## config.mk

```make
export PLATFORM = sky130hd
export DESIGN_NAME = odd_div_clkgen
export DESIGN_NICKNAME = d
export VERILOG_FILES = /design/src/rtl/odd_div_pkg.sv /design/src/rtl/odd_div_phase_ctr.sv /design/src/rtl/odd_div_edge_trim.sv /design/src/rtl/odd_div_clkgen.sv
export SDC_FILE = /design/constraint.sdc
export NUM_CORES = 1
export LEC_CHECK = 0
export BUFFER_PORTS_ARGS = -buffer_cell sky130_fd_sc_hd__buf_2
export CORE_MARGIN = 2
export CORE_UTILIZATION = 57
export DETAILED_ROUTE_END_ITERATION = 8
export PLACE_DENSITY = 0.93
export SYNTH_ARGS = -nofsm -noshare
export SYNTH_HDL_FRONTEND = slang
export SYNTH_SLANG_ARGS = --single-unit
```

## constraint.sdc

```tcl
create_clock -name clk_in -period 4.95 [get_ports clk_in]
set_input_delay 0.7425 -clock clk_in [delete_from_list [all_inputs] [get_ports clk_in]]
set_output_delay 0.7425 -clock clk_in [all_outputs]
set_load 0.1 [all_outputs]
```

## src/rtl/odd_div_pkg.sv

```systemverilog
package odd_div_pkg;

  // Effective length of a count field: value 0 stands for 2**cw.
  function automatic int unsigned eff_count(input int unsigned raw, input int unsigned cw);
    return (raw == 0) ? (32'd1 << cw) : raw;
  endfunction

  // Output period in input cycles for one pair of count fields.
  function automatic int unsigned period_len(input int unsigned hi, input int unsigned lo,
                                             input int unsigned cw);
    return eff_count(hi, cw) + eff_count(lo, cw);
  endfunction

endpackage

```

## src/rtl/odd_div_phase_ctr.sv

```systemverilog
module odd_div_phase_ctr
  import odd_div_pkg::*;
#(
  parameter int CW = 8
) (
  input  logic          clk,
  input  logic          rst,
  input  logic [CW-1:0] hi_set,
  input  logic [CW-1:0] lo_set,
  input  logic          odd_set,
  output logic          hi_q,
  output logic          last_hi,
  output logic          odd_en,
  output logic          start_evt
);
  localparam int EW = CW + 1;
  localparam int RW = EW + 1;

  logic [EW-1:0] rem;
  logic [EW-1:0] lo_len;
  logic          restart;
  logic          fall_evt;

  // Named internal events
  assign start_evt = restart || (!hi_q && rem == EW'(1));
  assign fall_evt  = hi_q && rem == EW'(1);
  assign last_hi   = fall_evt;

  always_ff @(posedge clk) begin
    if (rst) begin
      hi_q    <= 1'b0;
      restart <= 1'b1;
      rem     <= '0;
      lo_len  <= EW'(1);
      odd_en  <= 1'b0;
    end else if (start_evt) begin
      restart <= 1'b0;
      hi_q    <= 1'b1;
      rem     <= EW'(eff_count(32'(hi_set), CW));
      lo_len  <= EW'(eff_count(32'(lo_set), CW));
      odd_en  <= odd_set;
    end else if (fall_evt) begin
      hi_q <= 1'b0;
      rem  <= lo_len;
    end else begin
      rem <= rem - EW'(1);
    end
  end

  // ---- assertion support: independent run-length counter ----
  logic [RW-1:0] run_len;
  logic [RW-1:0] hi_len_chk;
  logic          rst_q;

  always_ff @(posedge clk) begin
    rst_q <= rst;
    if (rst) begin
      run_len    <= '0;
      hi_len_chk <= RW'(1);
    end else if (start_evt) begin
      run_len    <= RW'(1);
      hi_len_chk <= RW'(eff_count(32'(hi_set), CW));
    end else begin
      run_len <= run_len + RW'(1);
    end
  end

  always_comb begin
    if (rst_q) p_reset_low_r1: assert (!hi_q);
  end

  p_first_high_r2: assert property (@(posedge clk) disable iff (rst)
    restart |=> hi_q);

  p_high_len_r3: assert property (@(posedge clk) disable iff (rst)
    fall_evt |-> run_len == hi_len_chk);

  p_period_r4: assert property (@(posedge clk) disable iff (rst)
    (start_evt && !restart) |-> run_len == hi_len_chk + RW'(lo_len));

  p_load_at_start_r7: assert property (@(posedge clk) disable iff (rst)
    !start_evt |=> $stable(lo_len) && $stable(odd_en) && $stable(hi_len_chk));

endmodule

```

## src/rtl/odd_div_edge_trim.sv

```systemverilog
module odd_div_edge_trim (
  input  logic clk,
  input  logic rst,
  input  logic hi_q,
  input  logic last_hi,
  input  logic odd_en,
  output logic div_out
);
  logic cut;

  // Falling-edge flop: ends the last high cycle half a period early
  always_ff @(negedge clk) begin
    cut <= !rst && odd_en && last_hi;
  end

  assign div_out = hi_q && !cut;

  p_cut_odd_only_r5: assert property (@(posedge clk) disable iff (rst)
    cut |-> (odd_en && hi_q));

  p_cut_single_r6: assert property (@(posedge clk) disable iff (rst)
    cut |=> !cut);

endmodule

```

## src/rtl/odd_div_clkgen.sv

```systemverilog
module odd_div_clkgen #(
  parameter int CW = 8
) (
  input  logic          clk_in,
  input  logic          rst,
  input  logic [CW-1:0] hi_set,
  input  logic [CW-1:0] lo_set,
  input  logic          odd_set,
  input  logic          bypass,
  output logic          clk_out
);
  logic hi_q;
  logic last_hi;
  logic odd_en;
  logic start_evt;
  logic div_out;

  odd_div_phase_ctr #(.CW(CW)) u_ctr (
    .clk       (clk_in),
    .rst       (rst),
    .hi_set    (hi_set),
    .lo_set    (lo_set),
    .odd_set   (odd_set),
    .hi_q      (hi_q),
    .last_hi   (last_hi),
    .odd_en    (odd_en),
    .start_evt (start_evt)
  );

  odd_div_edge_trim u_trim (
    .clk     (clk_in),
    .rst     (rst),
    .hi_q    (hi_q),
    .last_hi (last_hi),
    .odd_en  (odd_en),
    .div_out (div_out)
  );

  assign clk_out = bypass ? clk_in : div_out;

  p_start_rises_r2: assert property (@(posedge clk_in) disable iff (rst)
    start_evt |=> hi_q);

endmodule

```

## Yosys cells after proc, flatten, opt, wreduce, memory -nomap -nowiden

Cells that the tools add are included.

| storage, ports and cells | value |
|---|---|
| register bits | 22 |
| input port bits | 20 |
| output and inout port bits | 1 |
| logic and storage cells | 27 |

| operators by class | value |
|---|---|
| $add $sub $neg | 1 |
| eq/ne operators | 1 |
| mux-type cells | 7 |
| reduce and logical (&&, ||, !) cells | 12 |

Operators by type and width:

| kind | number |
|---|---|
| 2-to-1 mux 9 bit | 4 |
| zero test 8 bit | 2 |
| == test 9 x 1 -> 1 bit (second input constant) | 1 |
| subtractor 9 x 1 -> 9 bit (second input constant) | 1 |
| logical AND 1 bit | 5 |
| zero test 1 bit | 3 |
| 2-to-1 mux 1 bit | 3 |
| nonzero test 2 bit | 1 |
| logical OR 1 bit | 1 |

## Depth between registers and ports, before layout

Gate-level depths: netlist of the first run.

| depth | value |
|---|---|
| depth after elaboration | 4 |
| depth in mapped cells | 7 |
| gate-level depth less buffers | 6 |

## Cells and area by module

From an unflattened synthesis of the first run, not the netlist that was laid out.

| unflattened totals | value |
|---|---|
| cells, all modules | 144 |
| area, all modules | 1183.6 um^2 |

Modules (own cells, without submodules):

| module | times used | cells an instance | area each (um^2) | seq. area each (um^2) |
|---|---|---|---|---|
| odd_div_phase_ctr | 1 | 139 | 1129.8 | 420.4 |
| odd_div_edge_trim | 1 | 4 | 38.8 | 20.0 |
| odd_div_clkgen | 1 | 1 | 15.0 | 0.0 |

==> metrics.csv, run 1 <==
metric,value,unit
status,completed,
Finished Core Util,0.680,
"Setup violations, final",0,
Worst Skew,0.0670,ns
Relative slew margins,0.633,
CTS tree,done,
critical path required time,4.21,ns
largest area contributor in the netlist,dfxtp_1,
sequential area share after synthesis,0.388,
Worst-Skew Late Latency,0.47,ns
largest cells by area after synthesis,"dfxtp_1, mux2i_1, nand2_1",
PostCTS Resize Cnt,0,
layout cells sized above 1,0.246,
startpoint types,flop,
vias per cell,5.78,
worst vdd ir,234,uV
Die Footprint,2370,sq um
"flops & latches, synth",22,
initial antenna violation count,0,
Post-CTS Setup Inserts,0,
First-pass DRT Iterations,4,
via count,976,
setup_tns,0,ns
Max Cap Viol,0,
synthesized cell area,1140,sq um
largest net degree at the start of global routing,19,
GPL Wtd Cong,0.832,
most frequent cells after synthesis,"dfxtp_1, mux2i_1, nand2_1, nor2_1",
DIE HEIGHT,48.6,microns
"Remaining Overflow, GRT",0,
RSZ-0062 raised after global routing,false,
Post-synth EDFFs,0,
hpwl dp,1.85,mm
Yosys cell types,37,
core area,1920,sq um
critical path peak fanout,1,
Synth-to-Final Area Change,15.1,%
WHS,0.492,ns
pre-CTS setup slack,0.804,ns
WS Path Type,flop to output pin,
Lkg Pwr,0.565,nW
die width,48.6,microns
clock-pin transition on the worst setup and hold timing paths,0.12,ns
Starting Density,0.591,
Cells after Synth,121,
DRT antenna net count,0,
# diodes,0,
Fin. Hold Viols,0,
fraction of registers with async set/reset,0,
main flop type after synthesis,dfxtp_1,
vias in the first global route,1031,
HP Class,flop to flop,
Worst EP arrival,3.95,ns
most common cell in the netlist,dfxtp_1,
first-pass GRT wire length,4.19,mm
YS warnings,0,
GRT Overall Usage,0.235,
1st-iter DRT viols,21,
I/O pins,21,
"Net Count, Synth",143,
row cnt,16,
DR DRC count,0,
setup ws final,0.257,ns
fin. max-slew vios,0,
syn_area_per_cell,9.39,sq um
number of nets in the layout,165,
Hold Buf Count CTS,0,
Synth top area share,0.388,
WL/cell,14.2,microns
aggregate routed wire length,2.41,mm
PwrDens,371,nW/um^2
IO Port Bufs,20,
worst-margin pin slew,0.551,ns
CP endpoint kind,output pin,
==> state kept, by name, summed over array words and instances, names as in the netlist <==
register / count
u_trim.cut: 1
u_ctr.hi_q: 1
u_ctr.lo_len: 9
u_ctr.rem: 9
u_ctr.restart: 1
u_ctr.odd_en: 1
==> worst paths after layout <==
path / depth (start not counted) / to / start / slack, ns
worst max register to register: 4 / u_trim.cut$_DFF_N_ / u_ctr.rem[0]$_SDFF_PP0_ / 0.90
worst min register to register: 2 / u_ctr.lo_len[8]$_SDFFE_PP0N_ / u_ctr.lo_len[8]$_SDFFE_PP0N_ / 0.49
worst max-delay path: 2 / clk_out / u_trim.cut$_DFF_N_ / 0.26
worst min-delay path: 2 / u_ctr.lo_len[8]$_SDFFE_PP0N_ / u_ctr.lo_len[8]$_SDFFE_PP0N_ / 0.49
==> where the power goes <==
part | switching (mW) | total [mW] | internal [mW]
Clock | 0.0972 | 0.176 | 0.0786
Combinational | 0.0490 | 0.0972 | 0.0482
Sequential | 0.0199 | 0.212 | 0.192
Total | 0.166 | 0.485 | 0.319
==> placed cells by master, fill, tap and decap left out, types with 2 or more instances in the layout <==
master	n
a21oi_1	5
clkbuf_4	6
o21bai_1	2
a22o_1	5
buf_2	20
nand2_1	13
dfxtp_1	22
xnor2_1	5
mux2i_1	13
nand3b_1	2
nor2_1	10
nor4_1	4
a211oi_1	2
nor3_1	2
ha_1	2
nor3b_1	2
inv_1	5
a31o_2	2
or4_1	2
==> area by class of cell <==
| cell class | instances | area, sq um |
|---|---|---|
| Clock buffer | 8 | 63.8 |
| Clock inverter | 1 | 3.75 |
| Fill cell | 169 | 614 |
| Inverter | 4 | 15.0 |
| Multi-Input combinational cell | 88 | 656 |
| Sequential cell | 22 | 440 |
| Tap cell | 27 | 33.8 |
| Timing Repair Buffer | 19 | 95.1 |
==> metrics by stage <==
| stage | power (mW) | cell area (sq um) | instances |
|---|---|---|---|
| CTS | 0.486 | 1310 | 169 |
| detailed placement | 0.354 | 1250 | 162 |
| global route | 0.511 | 1310 | 169 |
| floorplan | 0.326 | 1140 | 121 |
| finish | 0.485 | 1310 | 169 |
| global placement | 0.350 | 1250 | 162 |
==> cell families after synthesis <==
group / after synthesis / share of synthesized area
mux: 13 / 0.115
simple gates: 43 / 0.221
fa+ha+maj: 2 / 0.0220
xor+xnor: 6 / 0.0463
compound gates: 24 / 0.168
buf+inv: 11 / 0.0396
flops: 22 / 0.388
==> worst max-delay path, cell delays in order (launching register included) <==
cell	delay, ns
dfxtp_1	0.31
o31ai_2	0.23
buf_2	0.47
==> metal layers <==
layer / share of wire / GRT usage / routed length (microns)
met1: 0.43 / 0.256 / 1030
met2: 0.50 / 0.381 / 1220
met3: 0.051 / 0.0802 / 124
met4: 0.017 / 0.162 / 40
met5: 0 / 0 / 0
(Power assumes the default switching activity.)
==> run 2, diff against run 1 <==
ABC_AREA = 1   (was unset)
CORE_UTILIZATION = 45   (was 57)
PLACE_DENSITY = 0.77   (was 0.93)
==> run 2 against run 1 <==
Net effect:
- via count is 17% higher
- clock skew fell by 0.0057 ns
- cell count up 37%
- worst hold slack worse by 0.013 ns
- register-to-register slack better by 0.48 ns
- utilization fell by 14 points
- worst setup slack better by 0.044 ns
- clock power shrank 9%
- final area is 5.6% higher
- global-route usage is 6.0 points lower
- clock-buffer cell count fell by 1
- largest cell class unchanged
==> metrics.csv, run 2 <==
metric,value,unit,change
most common cell in the netlist,nor2_1,,
main flop type after synthesis,dfxtp_1,,
setup_tns,0,ns,unchanged
Worst Skew,0.0613,ns,-0.00568 ns
Hold Startpoint,u_ctr.lo_len[0]$_SDFFE_PP1N_,,
hpwl dp,1.73,mm,-6.3%
HP Class,flop to flop,,
Sw Ratio,0.365,,+0.0225
fin. max-slew vios,0,,unchanged
Lkg Pwr,0.676,nW,+20%
DIE HEIGHT,56.4,microns,+16%
DRT antenna net count,0,,unchanged
Cell Int Power,0.290,mW,-9.0%
1st-iter DRT viols,14,,-33%
aggregate routed wire length,2.40,mm,-0.29%
die width,56.4,microns,+16%
Worst EP arrival,3.91,ns,-0.04 ns
placed inst area,1330,sq um,+6.6%
Post-synth EDFFs,0,,unchanged
pre-CTS setup slack,0.795,ns,-0.00918 ns
worst vdd ir,245,uV,+4.5%
worst-margin pin slew,0.483,ns,-0.0676 ns
"most common cell after layout, fill and taps aside",nor2_1,,
Hold Buf Count CTS,0,,unchanged
fraction of registers with async set/reset,0,,unchanged
First-pass DRT Iterations,4,,unchanged
Worst-Skew Late Latency,0.47,ns,about the same
syn_area_per_cell,6.82,sq um,-27%
PostCTS Resize Cnt,0,,unchanged
Max Cap Viol,0,,unchanged
GRT Overall Usage,0.175,,-0.0600
CTS tree,done,,
CP peak stage delay,0.45,ns,-0.02 ns
setup ws final,0.301,ns,+0.0441 ns
Cells after Synth,181,,+50%
vias in the first global route,1094,,+6.1%
status,completed,,
WL/cell,10.3,microns,-27%
Fin. Hold Viols,0,,unchanged
PwrDens,331,nW/um^2,-11%
WHS,0.479,ns,-0.0129 ns
initial antenna violation count,0,,unchanged
largest registers,"u_ctr.lo_len (9), u_ctr.rem (9)",,
core area,2540,sq um,+32%
CP Launch Point,u_trim.cut$_DFF_N_,,
clock-pin transition on the worst setup and hold timing paths,0.11,ns,about the same
synthesized cell area,1230,sq um,+8.6%
# diodes,0,,unchanged
RSZ-0062 raised after global routing,false,,
DR DRC count,0,,unchanged
clock power share,0.351,,-0.011
largest area contributor in the netlist,dfxtp_1,,
Yosys cell types,26,,-30%
startpoint types,flop,,
largest net degree at the start of global routing,24,,+5
r2r startpoint,u_ctr.rem[1]$_SDFF_PP0_,,
"Remaining Overflow, GRT",0,,unchanged
WS Path Type,flop to output pin,,
YS warnings,0,,unchanged
crit-path cells,o31ai_2 -> buf_2,,
IO Port Bufs,20,,unchanged
Starting Density,0.485,,-0.106
combinational share of power,0.209,,+0.009
row cnt,18,,+2
most frequent cells in the layout,"nor2_1, nand2_1, dfxtp_1",,
"Design Area, Final",1380,sq um,+5.6%
Synth-to-Final Area Change,11.9,%,
critical path peak fanout,1,,unchanged
"Setup violations, final",0,,unchanged
number of nets in the layout,225,,+36%
Crit-path slowest cell,buf_2,,
via count,1138,,+17%
Die Footprint,3180,sq um,+34%
Psw,0.167,mW,+0.36%
Synth top area share,0.357,,-0.0307
layout cells sized above 1,0.238,,-0.00886
GPL Wtd Cong,0.740,,-11%
largest cells by area after synthesis,"dfxtp_1, nor2_1, nand2_1",,
first-pass GRT wire length,4.38,mm,+4.6%
most frequent cells after synthesis,"nor2_1, nand2_1, dfxtp_1, inv_1, nand3_1",,
critical path required time,4.21,ns,about the same
CP endpoint kind,output pin,,
Post-CTS Setup Inserts,0,,unchanged
filler instances,267,,+58%
sequential area share after synthesis,0.357,,-0.0307
"Net Count, Synth",203,,+42%
Relative slew margins,0.680,,+0.0473
Seq pwr share,0.440,,+0.003
I/O pins,21,,unchanged
Final Power,0.457,mW,-5.8%
vias per cell,4.91,,-15%
"flops & latches, synth",22,,unchanged
[run 2: metal layers]
layer,GRT usage,vias up,wire (microns)
li1,-,609,-
met1,0.207,499,1110
met2,0.286,25,1130
met3,0.0599,5,121
met4,0.0748,0,47
met5,0,-,0
[run 2: per-stage QoR]
step                cells   util
floorplan             181      -
global placement      225  0.523
detailed placement    225  0.523
CTS                   232  0.542
global route          232  0.542
finish                232  0.542
[run 2: kinds of logic after synthesis]
group                    after synthesis  synth area share
AND/OR/NAND/NOR                      102             0.388
buffers and inverters                 30             0.113
AO/OA/AOI/OAI                         21            0.0933
flip-flops                            22             0.357
XOR/XNOR                               4            0.0284
adder cells (fa/ha/maj)                2            0.0203
[run 2: cell type report]
| class | instances | area, sq um | share of cell area |
|---|---|---|---|
| multi-input combinational | 129 | 659 | 0.478 |
| sequential | 22 | 440 | 0.319 |
| timing repair buffer | 19 | 95.1 | 0.0689 |
| inverter | 23 | 90.1 | 0.0653 |
| clock buffer | 7 | 50.0 | 0.0363 |
| tap | 30 | 37.5 | 0.0272 |
| clock inverter | 2 | 7.51 | 0.00544 |
[run 2: final timing paths]
path / to / cells after the start / slack (ns)
max reg2reg: u_trim.cut$_DFF_N_ / 6 / 1.38
min: u_ctr.lo_len[0]$_SDFFE_PP1N_ / 2 / 0.48
min reg2reg: u_ctr.lo_len[0]$_SDFFE_PP1N_ / 2 / 0.48
max: clk_out / 2 / 0.30
[run 2: worst max-delay path, delay by kind of cell (launching register included)]
kind                   cells  cell delay, ns
AO/OA/AOI/OAI              1            0.21
buffers and inverters      1            0.45
flip-flops                 1            0.29
[run 2: power groups by stage]
stage | registers [mW] | logic (mW) | clock network (mW)
finish | 0.201 | 0.0953 | 0.161
detailed placement | 0.205 | 0.0946 | 0.0423
global route | 0.203 | 0.111 | 0.174
global placement | 0.205 | 0.0943 | 0.0423
floorplan | 0.203 | 0.0770 | 0.0390
CTS | 0.201 | 0.0956 | 0.163
==> run 3, diff against run 2 <==
--- a/config.mk
+++ b/config.mk
@@ -8,4 +8,5 @@
 export ABC_AREA = 1
 export BUFFER_PORTS_ARGS = -buffer_cell sky130_fd_sc_hd__buf_2
+export CAP_MARGIN = 0
 export CORE_MARGIN = 2
 export CORE_UTILIZATION = 45
==> constraint.sdc (replaced) <==
create_clock -name clk_in -period 5.9 [get_ports clk_in]
set_input_delay 0.885 -clock clk_in [delete_from_list [all_inputs] [get_ports clk_in]]
set_output_delay 0.885 -clock clk_in [all_outputs]
set_load 0.05 [all_outputs]
==> run 3 against run 2 <==
Net effect:
- global-route usage decreased by 0.58 points
- cell count unchanged
- clock-buffer cell count rose by 1
- utilization decreased by 0.20 points
- combinational power decreased by 16%
- via count shrank 1.9%
- worst hold slack improved by 0.0098 ns
- sequential power down 16%
- highest routed layer unchanged
- sequential cell count unchanged
- critical path type unchanged
- sequential share of layout area up 0.12 points
- largest cell class unchanged
- first-iteration DRC count grew 79%
==> metrics.csv, run 3 (same netlist as run 2, synthesis figures left out) <==
metric,value,unit,change
startpoint types,flop,,
pre-CTS setup slack,1.30,ns,+0.509 ns
vias in the first global route,1014,,-7.3%
worst-margin pin slew,0.405,ns,-0.0777 ns
"Remaining Overflow, GRT",0,,unchanged
CP endpoint kind,output pin,,
hpwl dp,1.82,mm,+5.0%
I/O pins,21,,unchanged
critical path peak fanout,1,,unchanged
GPL Wtd Cong,0.745,,+0.66%
RSZ-0062 raised after global routing,false,,
Fin. Hold Viols,0,,unchanged
setup ws final,0.806,ns,+0.506 ns
PwrDens,268,nW/um^2,-19%
"Setup violations, final",0,,unchanged
Top Layer Used,met4,,
Final Power,0.369,mW,-19%
Worst Skew,0.0673,ns,+0.00606 ns
initial antenna violation count,0,,unchanged
Die Footprint,3180,sq um,unchanged
1st-iter DRT viols,25,,+11
largest registers,"u_ctr.lo_len (9), u_ctr.rem (9)",,
DRT antenna net count,0,,unchanged
WS Path Type,flop to output pin,,
met2 routed WL,1.19,mm,+5.6%
GRT Overall Usage,0.169,,-0.00577
most frequent cells in the layout,"nor2_1, nand2_1, dfxtp_1",,
WL/cell,10.5,microns,+1.7%
first-pass GRT wire length,4.19,mm,-4.4%
final std cells w/o fill,232,,unchanged
Starting Density,0.485,,unchanged
CTS tree,done,,
largest net degree at the start of global routing,24,,unchanged
status,completed,,
Max Cap Viol,0,,unchanged
fin. max-slew vios,0,,unchanged
Post-CTS Setup Inserts,0,,unchanged
via count,1116,,-1.9%
critical path required time,5.02,ns,+0.81 ns
Worst-Skew Late Latency,0.47,ns,about the same
DR DRC count,0,,unchanged
IO Port Bufs,20,,unchanged
# diodes,0,,unchanged
core area,2540,sq um,unchanged
worst vdd ir,172,uV,-30%
HP Class,flop to flop,,
number of nets in the layout,225,,unchanged
aggregate routed wire length,2.44,mm,+1.7%
layout cells sized above 1,0.233,,-0.00495
Relative slew margins,0.729,,+0.0487
vias per cell,4.81,,-1.9%
DIE HEIGHT,56.4,microns,unchanged
row cnt,18,,unchanged
die width,56.4,microns,unchanged
Lkg Pwr,0.674,nW,-0.33%
Worst EP arrival,4.21,ns,+0.30 ns
dpl cells,225,,unchanged
M1 WL,1.11,mm,about the same
clock-pin transition on the worst setup and hold timing paths,0.12,ns,about the same
Hold Buf Count CTS,0,,unchanged
WHS,0.489,ns,+0.00985 ns
PostCTS Resize Cnt,0,,unchanged
First-pass DRT Iterations,4,,unchanged
Synth-to-Final Area Change,11.5,%,
"most common cell after layout, fill and taps aside",nor2_1,,
setup_tns,0,ns,unchanged
WL met3,103,microns,-15%
-- run 3: cell count changes in the layout (fill, tap and decap cells not counted), sizes merged --
cell    delta
clkinv     -1
clkbuf     +1
-- run 3: final cells by class --
class	instances	area, sq um
repair buffers	19	95.1
inverters	23	90.1
fillers	267	1170
multi-input cells	129	654
well taps	30	37.5
flip-flops and latches	22	440
clock inverters	1	3.75
clock buffers	8	53.8
-- run 3: critical path, cell delays in order (launching register included) --
cell and delay (ns):
dfxtp_1 0.29, o31ai_1 0.21, buf_2 0.29
-- run 3: path summary, 6_finish.rpt --
check	start	endpoint	slack (ns)	cells after the start
worst max-delay path	u_trim.cut$_DFF_N_	clk_out	0.81	2
worst min-delay path	u_ctr.lo_len[0]$_SDFFE_PP1N_	u_ctr.lo_len[0]$_SDFFE_PP1N_	0.49	2
worst max register to register	u_ctr.rem[1]$_SDFF_PP0_	u_trim.cut$_DFF_N_	1.79	6
worst min register to register	u_ctr.lo_len[0]$_SDFFE_PP1N_	u_ctr.lo_len[0]$_SDFFE_PP1N_	0.49	2
-- run 3: metrics by stage --
step	area (sq um)	util
global route	1380	0.540
finish	1380	0.540
floorplan	1230	-
CTS	1380	0.540
global placement	1330	0.521
detailed placement	1330	0.521
-- run 3: report_power, final --
part | total (mW) | leakage [nW] | switching (mW) | internal [mW]
registers | 0.169 | 0.183 | 0.00844 | 0.160
clock network | 0.119 | 0.0426 | 0.0658 | 0.0536
logic | 0.0803 | 0.449 | 0.0501 | 0.0302
-- run 3: per-layer routing --
layer | vias to the layer above | GRT usage
met4 | 0 | 0.0850
met1 | 475 | 0.206
met3 | 6 | 0.0276
li1 | 609 | -
met2 | 26 | 0.286
met5 | - | 0
